<file path="config.mk">
export PLATFORM = sky130hd
export DESIGN_NAME = sha256_stream
export DESIGN_NICKNAME = d
export VERILOG_FILES = /design/src/rtl/sha256_pkg.sv /design/src/rtl/sha256_ctrl.sv /design/src/rtl/sha256_datapath.sv /design/src/rtl/sha256_stream.sv
export SDC_FILE = /design/constraint.sdc
export NUM_CORES = 2
export LEC_CHECK = 0
export BUFFER_PORTS_ARGS = -buffer_cell sky130_fd_sc_hd__buf_2
export CAP_MARGIN = 20
export CORE_MARGIN = 3
export CORE_UTILIZATION = 63
export CTS_CLUSTER_DIAMETER = 200
export DETAILED_ROUTE_END_ITERATION = 8
export PLACE_DENSITY_LB_ADDON = 0.25
export SLEW_MARGIN = 25
export SYNTH_ARGS = -nofsm -noshare
export SYNTH_HDL_FRONTEND = slang
export SYNTH_SLANG_ARGS = --single-unit
</file>
<file path="constraint.sdc">
create_clock -name clk -period 12.1 [get_ports clk]
set_input_delay 1.21 -clock clk [delete_from_list [all_inputs] [get_ports clk]]
set_output_delay 1.21 -clock clk [all_outputs]
set_load 0.02 [all_outputs]
</file>
<file path="src/rtl/sha256_pkg.sv">
package sha256_pkg;
  localparam int WORD_W      = 32;
  localparam int BLOCK_WORDS = 16;
  localparam int ROUNDS      = 64;
  localparam int STATE_WORDS = 8;
  localparam int CNT_W       = $clog2(ROUNDS);
  localparam int DIGEST_W    = WORD_W * STATE_WORDS;

  typedef logic [WORD_W-1:0] word_t;

  typedef enum logic [2:0] {
    ST_IDLE, ST_LOAD, ST_RUN, ST_FINAL, ST_DONE
  } phase_t;

  typedef struct packed {
    logic             initLoad;
    logic             roundStep;
    logic             useInput;
    logic             finalAdd;
    logic [CNT_W-1:0] roundIdx;
  } ctrlStb_t;

  localparam word_t ROUND_K [ROUNDS] = '{
    32'h428a2f98, 32'h71374491, 32'hb5c0fbcf, 32'he9b5dba5,
    32'h3956c25b, 32'h59f111f1, 32'h923f82a4, 32'hab1c5ed5,
    32'hd807aa98, 32'h12835b01, 32'h243185be, 32'h550c7dc3,
    32'h72be5d74, 32'h80deb1fe, 32'h9bdc06a7, 32'hc19bf174,
    32'he49b69c1, 32'hefbe4786, 32'h0fc19dc6, 32'h240ca1cc,
    32'h2de92c6f, 32'h4a7484aa, 32'h5cb0a9dc, 32'h76f988da,
    32'h983e5152, 32'ha831c66d, 32'hb00327c8, 32'hbf597fc7,
    32'hc6e00bf3, 32'hd5a79147, 32'h06ca6351, 32'h14292967,
    32'h27b70a85, 32'h2e1b2138, 32'h4d2c6dfc, 32'h53380d13,
    32'h650a7354, 32'h766a0abb, 32'h81c2c92e, 32'h92722c85,
    32'ha2bfe8a1, 32'ha81a664b, 32'hc24b8b70, 32'hc76c51a3,
    32'hd192e819, 32'hd6990624, 32'hf40e3585, 32'h106aa070,
    32'h19a4c116, 32'h1e376c08, 32'h2748774c, 32'h34b0bcb5,
    32'h391c0cb3, 32'h4ed8aa4a, 32'h5b9cca4f, 32'h682e6ff3,
    32'h748f82ee, 32'h78a5636f, 32'h84c87814, 32'h8cc70208,
    32'h90befffa, 32'ha4506ceb, 32'hbef9a3f7, 32'hc67178f2
  };

  localparam word_t INIT_H [STATE_WORDS] = '{
    32'h6a09e667, 32'hbb67ae85, 32'h3c6ef372, 32'ha54ff53a,
    32'h510e527f, 32'h9b05688c, 32'h1f83d9ab, 32'h5be0cd19
  };

  function automatic word_t rotr(input word_t x, input int n);
    return (x >> n) | (x << (WORD_W - n));
  endfunction

  function automatic word_t bigSig0(input word_t x);
    return rotr(x, 2) ^ rotr(x, 13) ^ rotr(x, 22);
  endfunction

  function automatic word_t bigSig1(input word_t x);
    return rotr(x, 6) ^ rotr(x, 11) ^ rotr(x, 25);
  endfunction

  function automatic word_t smallSig0(input word_t x);
    return rotr(x, 7) ^ rotr(x, 18) ^ (x >> 3);
  endfunction

  function automatic word_t smallSig1(input word_t x);
    return rotr(x, 17) ^ rotr(x, 19) ^ (x >> 10);
  endfunction

  function automatic word_t chooseFn(input word_t e, input word_t f, input word_t g);
    return (e & f) ^ (~e & g);
  endfunction

  function automatic word_t majFn(input word_t a, input word_t b, input word_t c);
    return (a & b) ^ (a & c) ^ (b & c);
  endfunction
endpackage

</file>
<file path="src/rtl/sha256_ctrl.sv">
module sha256_ctrl
  import sha256_pkg::*;
(
  input  logic     clk,
  input  logic     rstN,
  input  logic     en,
  input  logic     init,
  input  logic     ack,
  input  logic     lastBlk,
  output logic     req,
  output logic     ready,
  output ctrlStb_t stb
);
  localparam logic [CNT_W-1:0] LAST_LOAD  = CNT_W'(BLOCK_WORDS - 1);
  localparam logic [CNT_W-1:0] LAST_ROUND = CNT_W'(ROUNDS - 1);

  phase_t           phase;
  logic [CNT_W-1:0] roundCnt;
  logic             lastQ;

  assign req   = (phase == ST_LOAD);
  assign ready = (phase == ST_DONE);

  always_comb begin
    stb           = '0;
    stb.initLoad  = en && init;
    stb.useInput  = (phase == ST_LOAD);
    stb.roundIdx  = roundCnt;
    stb.roundStep = en && !init &&
                    (((phase == ST_LOAD) && ack) || (phase == ST_RUN));
    stb.finalAdd  = en && !init && (phase == ST_FINAL);
  end

  always_ff @(posedge clk or negedge rstN) begin
    if (!rstN) begin
      phase    <= ST_IDLE;
      roundCnt <= '0;
      lastQ    <= 1'b0;
    end else if (en) begin
      if (init) begin
        phase    <= ST_LOAD;
        roundCnt <= '0;
        lastQ    <= 1'b0;
      end else begin
        unique case (phase)
          ST_LOAD: begin
            if (ack) begin
              roundCnt <= roundCnt + 1'b1;
              if (roundCnt == LAST_LOAD) begin
                phase <= ST_RUN;
                lastQ <= lastBlk;
              end
            end
          end
          ST_RUN: begin
            roundCnt <= roundCnt + 1'b1;
            if (roundCnt == LAST_ROUND) phase <= ST_FINAL;
          end
          ST_FINAL: begin
            roundCnt <= '0;
            phase    <= lastQ ? ST_DONE : ST_LOAD;
          end
          default: ;
        endcase
      end
    end
  end

  // a pending request without acknowledge holds the round position
  a_r4_stall_hold: assert property (@(posedge clk) disable iff (!rstN)
    (en && !init && req && !ack) |=> (req && $stable(roundCnt)));

  // the sixteenth capture withdraws the request
  a_r5_req_drop: assert property (@(posedge clk) disable iff (!rstN)
    (en && !init && req && ack && roundCnt == LAST_LOAD) |=> !req);

  // enable low freezes the control registers
  a_r6_freeze: assert property (@(posedge clk) disable iff (!rstN)
    !en |=> ($stable(phase) && $stable(roundCnt) && $stable(lastQ)));

  // ready holds until a new message starts
  a_r9_ready_hold: assert property (@(posedge clk) disable iff (!rstN)
    (ready && !(en && init)) |=> ready);

  // init restarts intake on the next cycle
  a_r2_init_restart: assert property (@(posedge clk) disable iff (!rstN)
    (en && init) |=> (req && !ready));
endmodule

</file>
<file path="src/rtl/sha256_datapath.sv">
module sha256_datapath
  import sha256_pkg::*;
(
  input  logic                clk,
  input  logic                rstN,
  input  ctrlStb_t            stb,
  input  word_t               wordIn,
  output logic [DIGEST_W-1:0] digest
);
  localparam int W_M2  = BLOCK_WORDS - 2;
  localparam int W_M7  = BLOCK_WORDS - 7;
  localparam int W_M15 = BLOCK_WORDS - 15;
  localparam int W_M16 = BLOCK_WORDS - 16;

  logic [STATE_WORDS-1:0][WORD_W-1:0] chainH;
  logic [STATE_WORDS-1:0][WORD_W-1:0] work;
  logic [BLOCK_WORDS-1:0][WORD_W-1:0] sched;

  word_t schedNext, curW, temp1, temp2;

  always_comb begin
    schedNext = smallSig1(sched[W_M2]) + sched[W_M7]
              + smallSig0(sched[W_M15]) + sched[W_M16];
    curW  = stb.useInput ? wordIn : schedNext;
    temp1 = work[7] + bigSig1(work[4]) + chooseFn(work[4], work[5], work[6])
          + ROUND_K[stb.roundIdx] + curW;
    temp2 = bigSig0(work[0]) + majFn(work[0], work[1], work[2]);
  end

  always_ff @(posedge clk or negedge rstN) begin
    if (!rstN) begin
      chainH <= '0;
      work   <= '0;
      sched  <= '0;
    end else if (stb.initLoad) begin
      for (int i = 0; i < STATE_WORDS; i++) begin
        chainH[i] <= INIT_H[i];
        work[i]   <= INIT_H[i];
      end
    end else if (stb.finalAdd) begin
      for (int i = 0; i < STATE_WORDS; i++) begin
        chainH[i] <= chainH[i] + work[i];
        work[i]   <= chainH[i] + work[i];
      end
    end else if (stb.roundStep) begin
      work[0] <= temp1 + temp2;
      work[1] <= work[0];
      work[2] <= work[1];
      work[3] <= work[2];
      work[4] <= work[3] + temp1;
      work[5] <= work[4];
      work[6] <= work[5];
      work[7] <= work[6];
      for (int i = 0; i < BLOCK_WORDS - 1; i++) sched[i] <= sched[i + 1];
      sched[BLOCK_WORDS-1] <= curW;
    end
  end

  for (genvar gi = 0; gi < STATE_WORDS; gi++) begin : g_digest
    assign digest[DIGEST_W-1-WORD_W*gi -: WORD_W] = chainH[gi];
  end

  // chaining state changes only on init or a block's final addition
  a_r9_chain_hold: assert property (@(posedge clk) disable iff (!rstN)
    (!stb.initLoad && !stb.finalAdd) |=> $stable(chainH));

  // without a round step the working variables and schedule hold
  a_r4_work_hold: assert property (@(posedge clk) disable iff (!rstN)
    (!stb.initLoad && !stb.finalAdd && !stb.roundStep) |=> ($stable(work) && $stable(sched)));
endmodule

</file>
<file path="src/rtl/sha256_stream.sv">
module sha256_stream
  import sha256_pkg::*;
(
  input  logic                clk,
  input  logic                rstN,
  input  logic                en,
  input  logic                init,
  input  logic                ack,
  input  logic [WORD_W-1:0]   wordIn,
  input  logic                lastBlk,
  output logic                req,
  output logic                ready,
  output logic [DIGEST_W-1:0] digest
);
  ctrlStb_t stb;

  sha256_ctrl u_ctrl (
    .clk     (clk),
    .rstN    (rstN),
    .en      (en),
    .init    (init),
    .ack     (ack),
    .lastBlk (lastBlk),
    .req     (req),
    .ready   (ready),
    .stb     (stb)
  );

  sha256_datapath u_dp (
    .clk    (clk),
    .rstN   (rstN),
    .stb    (stb),
    .wordIn (wordIn),
    .digest (digest)
  );
endmodule

</file>
* Word level (Yosys, flattened, before mapping) *
Memories as Yosys holds them, arrays and structs flattened.
Index checks and enable logic that the tools add are counted.

word-level totals
  register bits after elaboration = 1034
  bits in read-only memories = 2048
  input bits = 38
  output and inout bits = 258
  logic and storage cells = 133
  memories kept = 1

memory list
  name              words  bits a word  rd ports  clocked after Yosys merged registers in  write ports  line                   RTL
  (name not given)  64     32           1         0                                        0            sha256_datapath.sv:26  + ROUND_K[stb.roundIdx] + curW;

cells by class
  $add $sub $neg = 19
  magnitude comparators = 1
  equal/unequal tests = 9
  muxes and demuxes = 21
  bitwise logic cells = 30
  reduce and logical (&&, ||, !) cells = 17

operators by type and width
  cell                                                      count
  two-way mux 256 bit                                       5
  adder 32 bit                                              18
  bitwise XOR 32 bit                                        9
  AND 32 bit                                                5
  two-way mux 32 bit                                        3
  NOT 32 bit                                                1
  bitwise OR 10 x 32 -> 32 bit                              1
  bitwise OR 13 x 32 -> 32 bit                              1
  bitwise OR 14 x 32 -> 32 bit                              1
  bitwise OR 15 x 32 -> 32 bit                              1
  bitwise OR 19 x 32 -> 32 bit                              1
  bitwise OR 21 x 32 -> 32 bit                              1
  bitwise OR 25 x 32 -> 32 bit                              1
  bitwise OR 26 x 32 -> 32 bit                              1
  bitwise OR 30 x 32 -> 32 bit                              1
  bitwise OR 7 x 32 -> 32 bit                               1
  bitwise XOR 32 x 22 -> 32 bit                             1
  bitwise XOR 32 x 29 -> 32 bit                             1
  case mux 6 bit (3 select lines)                           1
  two-way mux 3 bit                                         5
  two-way mux 6 bit                                         2
  case mux 3 bit (3 select lines)                           1
  nonzero test 2 bit                                        4
  greater-or-equal comparator 7 bit, second input constant  1
  other kinds (19)                                          30

* Longest topological paths before layout *
  word-level depth = 12
  depth in mapped cells = 50
  mapped depth without buffers = 49

* Modules after synthesis *
From an unflattened synthesis, not the netlist that was laid out.

second synthesis, totals
  cells, all modules = 8217
  area, all modules = 69807.0 um^2

by module, submodules not included
  module           times used  cells each  area an instance (um^2)  sequential area each (um^2)
  sha256_datapath  1           8151        69182.6                  25624.6
  sha256_ctrl      1           66          624.3                    250.2

* Worst setup path after synthesis *
OpenSTA, ideal clock, no wires.

  path type = reg-to-reg
  start = reg u_dp.sched[41] in the netlist's numbering
  end = reg u_dp.work[31] in the netlist's numbering
  setup time = 0.126 ns
  arrival time = 9.414 ns
  required time = 11.974 ns
  path slack = 2.560 ns
  cell stages (with the launch flop) = 49
  path buffers = 1
  period minus slack after synthesis = 9.540 ns
  cell sequence = dfrtp_1 -> clkbuf_1 -> xnor2_1 -> xnor2_1 -> fa_1 -> inv_1 -> fa_1 -> inv_1 -> ha_1 -> a21o_1 -> a21oi_1 -> o21bai_1 -> a21o_1 -> a21oi_1 -> o22a_1 -> nor2b_1 -> o21bai_1 -> a21oi_1 -> [... 13 more ...] -> o21bai_1 -> a21o_1 -> xnor2_1 -> fa_1 -> inv_1 -> ha_1 -> a211oi_1 -> o21ai_0 -> a221oi_1 -> o21ai_0 -> o21bai_1 -> a211oi_1 -> o21ai_0 -> a21oi_1 -> xnor2_1 -> xnor2_1 -> nor2_1 -> a221o_1

on the way
  word-level cells in the longest chain between the ends = 11
  elaborated cells on any way between the ends = 12
  those cells by class = add/sub (4); mux (4); bitwise (4)

RTL lines
  element                                                                       line                   RTL
  start, declared                                                               sha256_datapath.sv:17  logic [BLOCK_WORDS-1:0][WORD_W-1:0] sched;
  start signal, assigned by index                                               sha256_datapath.sv:55  sched[BLOCK_WORDS-1] <= curW;
  bitwise OR 25 x 32 -> 32 bit or bitwise OR 14 x 32 -> 32 bit (tied branches)  sha256_pkg.sv:48       return (x >> n) | (x << (WORD_W - n));
  bitwise XOR 32 bit                                                            sha256_pkg.sv:60       return rotr(x, 7) ^ rotr(x, 18) ^ (x >> 3);
  bitwise XOR 32 x 29 -> 32 bit *                                               sha256_pkg.sv:60
  adder 32 bit * (2 in a row)                                                   sha256_datapath.sv:23  + smallSig0(sched[W_M15]) + sched[W_M16];
  two-way mux 32 bit *                                                          sha256_datapath.sv:24  curW = stb.useInput ? wordIn : schedNext;
  adder 32 bit *                                                                sha256_datapath.sv:26
  adder 32 bit *                                                                sha256_datapath.sv:46  work[0] <= temp1 + temp2;
  two-way mux 256 bit *                                                         sha256_datapath.sv:45  end else if (stb.roundStep) begin
  two-way mux 256 bit *                                                         sha256_datapath.sv:40  end else if (stb.finalAdd) begin
  two-way mux 256 bit *                                                         sha256_datapath.sv:35  end else if (stb.initLoad) begin
  end signal, assigned by index                                                 sha256_datapath.sv:38  work[i] <= INIT_H[i];
  end signal, assigned by index                                                 sha256_datapath.sv:43  work[i] <= chainH[i] + work[i];
  end, declared                                                                 sha256_datapath.sv:16  logic [STATE_WORDS-1:0][WORD_W-1:0] work;

Every way passes the cells marked *; elsewhere a longest branch is shown, timed or not. The select of a mux whose other input is x is not followed.
A chain may end at the register's enable or synchronous reset.

* Worst setup path in the final report *
Ends and elaborated chain as after synthesis.

==> results.yml <==
timing:
  fmax_mhz: 92.2
  finClkSkew_ns: 0.0713
  fin_crit_sh_pct: 89.6
  slew_violations: 0
  rsz0062_at_grt: "false"
  setup_violations: 0
  hold_violations: 0
  tightest_slew_ns: 1.15
  period_needed_ns: 10.84
  fin_tns_setup_ns: 0
  slew-limit-headroom_pct: 23.6
worst_setup_path:
  crit_start: "u_dp.sched[41]"
  crit_end: "u_dp.work[31]"
  crit_cells: 47
  critPathLaunchType: "register"
  arrival_ns: 11.48
  max_stage_delay_ns: 0.54
  worst_path_most_repeated_cell: "a21oi_1"
  cpMaxStageDelayCell: "fa_1"
  cp_num_buf_inv: 4
  r2r-start: "u_dp.sched[41]"
  required_ns: 12.74
  crit_fanout: 6
  rr_worst_depth: 47
  path_delay_family: "compound AO/OA/AOI/OAI gates"
  reg2reg_to: "u_dp.work[31]"
  endpoint_kind: "register"
  critPathKind: "register to register"
  rrSetupSlack_ns: 1.26
synth:
  ys_ff_latch: 1034
  synth_area_mm2: 0.0680
  yosysUniqueCellTypes: 85
  synth_cells: 8030
  avgSynthCellArea_um2: 8.47
  syn-num-nets: 8666
  synth-main-ff-cell: "dfrtp_1"
  ys_seq_area_share_pct: 38.1
  yosysWarnings: 0
  synth_edf_count: 0
  async_flop_share_pct: 100
floorplanning:
  die_h_um: 335
  start_util_pct: 64.0
  die_x_um: 335
  die_area_mm2: 0.112
  ioPinCount: 296
  core.rowCount: 119
  core_mm2: 0.106
route:
  viasPerCell: 6.31
  wl_per_cell_um: 25.0
  routed_wl_um: 237000
  vias: 59988
  drt_iter0_markers: 6614
  drc: 0
  ant_nets: 0
  drt_pass1_iterations: 6
placement:
  dp.final_hpwl_um: 175000
  io_buffers: 295
  place_congestion: 1.03
global_routing:
  grt_use_total_pct: 41.9
  grt_pass1_vias: 57888
  grt_max_degree: 237
  overflow: 0
  antenna_found_initial: 1
  grt_pass1_wl_um: 357000
layout:
  area_growth_pct: 8.73
  register_area_mm2: 0.0259
  nets: 8665
  multi_input_area_mm2: 0.0391
  mostFrequentLayoutCells: "nand2_1 (2102), dfrtp_1 (1032), nor2_1 (570), o21ai_0 (465), a21oi_1 (443)"
  fill_cells: 8364
  final_common_cell: "nand2_1"
  drive_gt1_share_pct: 7.53
clock_tree:
  clk_path_buf_depth: 3
  cts.sinks: 1034
  root_buffer: "clkbuf_16"
  cts.clk_slew.worst_paths_ns: 0.06
  postCtsHoldBufs: 0
  cts_tree: "done"
  cts_setup_buffers: 0
  clk_latency_ns: 0.76
  numCtsBuffers: 111
  htreeDepth: 3
  cts_resized: 0
outcome:
  status: "completed"
min_path:
  min-delay-path-class: "register to register"
flow_run:
  cap_violations: 0
==> final cells by class <==
class	instances	area share [%]
Multi-Input combinational cell	6183	52.9
Clock buffer	150	4.17
Timing Repair Buffer	366	2.86
Tap cell	1391	2.35
Antenna cell	2	0.00677
Inverter	333	1.69
Sequential cell	1034	35.0
Clock inverter	48	0.990
==> routing by layer <==
| layer | GRT usage, % | vias up | share of wire [%] |
|---|---|---|---|
| li1 | - | 26902 | - |
| met1 | 56.5 | 29355 | 39 |
| met2 | 63.8 | 3079 | 44 |
| met3 | 9.13 | 650 | 10 |
| met4 | 22.4 | 2 | 6.3 |
| met5 | 0 | - | 0.0051 |
==> kinds of logic after synthesis <==
group / after synthesis / share of synthesized area (%)
DFF: 1034 / 38.1
muxes: 62 / 0.986
and+or+nand+nor: 3177 / 19.1
AOI/OAI and AO/OA: 1749 / 16.4
xor gates and xnor gates: 580 / 7.47
buffers and inverters: 813 / 4.49
adders and majority gates: 615 / 13.4
==> stage by stage <==
stage / hold slack (ns) / worst slack, ns / area, um2 / cells / utilization, %
after global placement: 0.445 / 1.53 / 70100 / 9307 / 66.0
after global routing: 0.475 / 0.566 / 73900 / 9505 / 69.6
after CTS: 0.439 / 1.40 / 73900 / 9505 / 69.6
final: 0.441 / 1.26 / 73900 / 9507 / 69.6
after detailed placement: 0.449 / 1.41 / 70100 / 9307 / 66.0
after floorplan: 0.435 / 2.56 / 68000 / 8030 / -
==> worst register-to-register path, delay by kind of cell, from the launching register on <==
kind,cells,cell delay [ns]
DFF,1,0.45
xor gates and xnor gates,6,0.95
and+or+nand+nor,5,0.81
AOI/OAI and AO/OA,24,4.84
buffers and inverters,4,0.19
adders and majority gates,8,3.49
==> synthesized netlist by cell type (107+ instances only) <==
| master | n | area (um2) |
|---|---|---|
| a21oi_1 | 443 | 2220 |
| nand2_1 | 2104 | 7900 |
| clkbuf_1 | 448 | 1680 |
| nor2_1 | 572 | 2150 |
| ha_1 | 401 | 5020 |
| fa_1 | 197 | 3940 |
| xor2_1 | 174 | 1520 |
| a21o_1 | 251 | 1880 |
| dfrtp_1 | 1034 | 25900 |
| xnor2_1 | 406 | 3560 |
| inv_1 | 328 | 1230 |
| o21ai_0 | 465 | 2330 |
| nand3_1 | 107 | 536 |
==> sequential cells by signal (all words and copies together), names as in the netlist <==
signal / flops
u_dp.sched: 512
u_dp.digest: 256
u_dp.work: 256
u_ctrl.roundCnt: 6
u_ctrl.phase: 3
u_ctrl.lastQ: 1
==> how the worst min path moves through the flow <==
stage	start	endpoint	depth (start not counted)
after global routing	u_dp.sched[344]	u_dp.sched[312]	2
after detailed placement	u_dp.sched[124]	u_dp.sched[92]	2
after floorplan	u_dp.sched[482]	u_dp.sched[450]	2
after global placement	u_dp.sched[348]	u_dp.sched[316]	2
final	u_dp.sched[233]	u_dp.sched[201]	2
after CTS	u_dp.sched[233]	u_dp.sched[201]	2
Power is left out: the tool's default activity adds up to more than one toggle a clock period on the data nets, which glitch-free logic cannot reach.
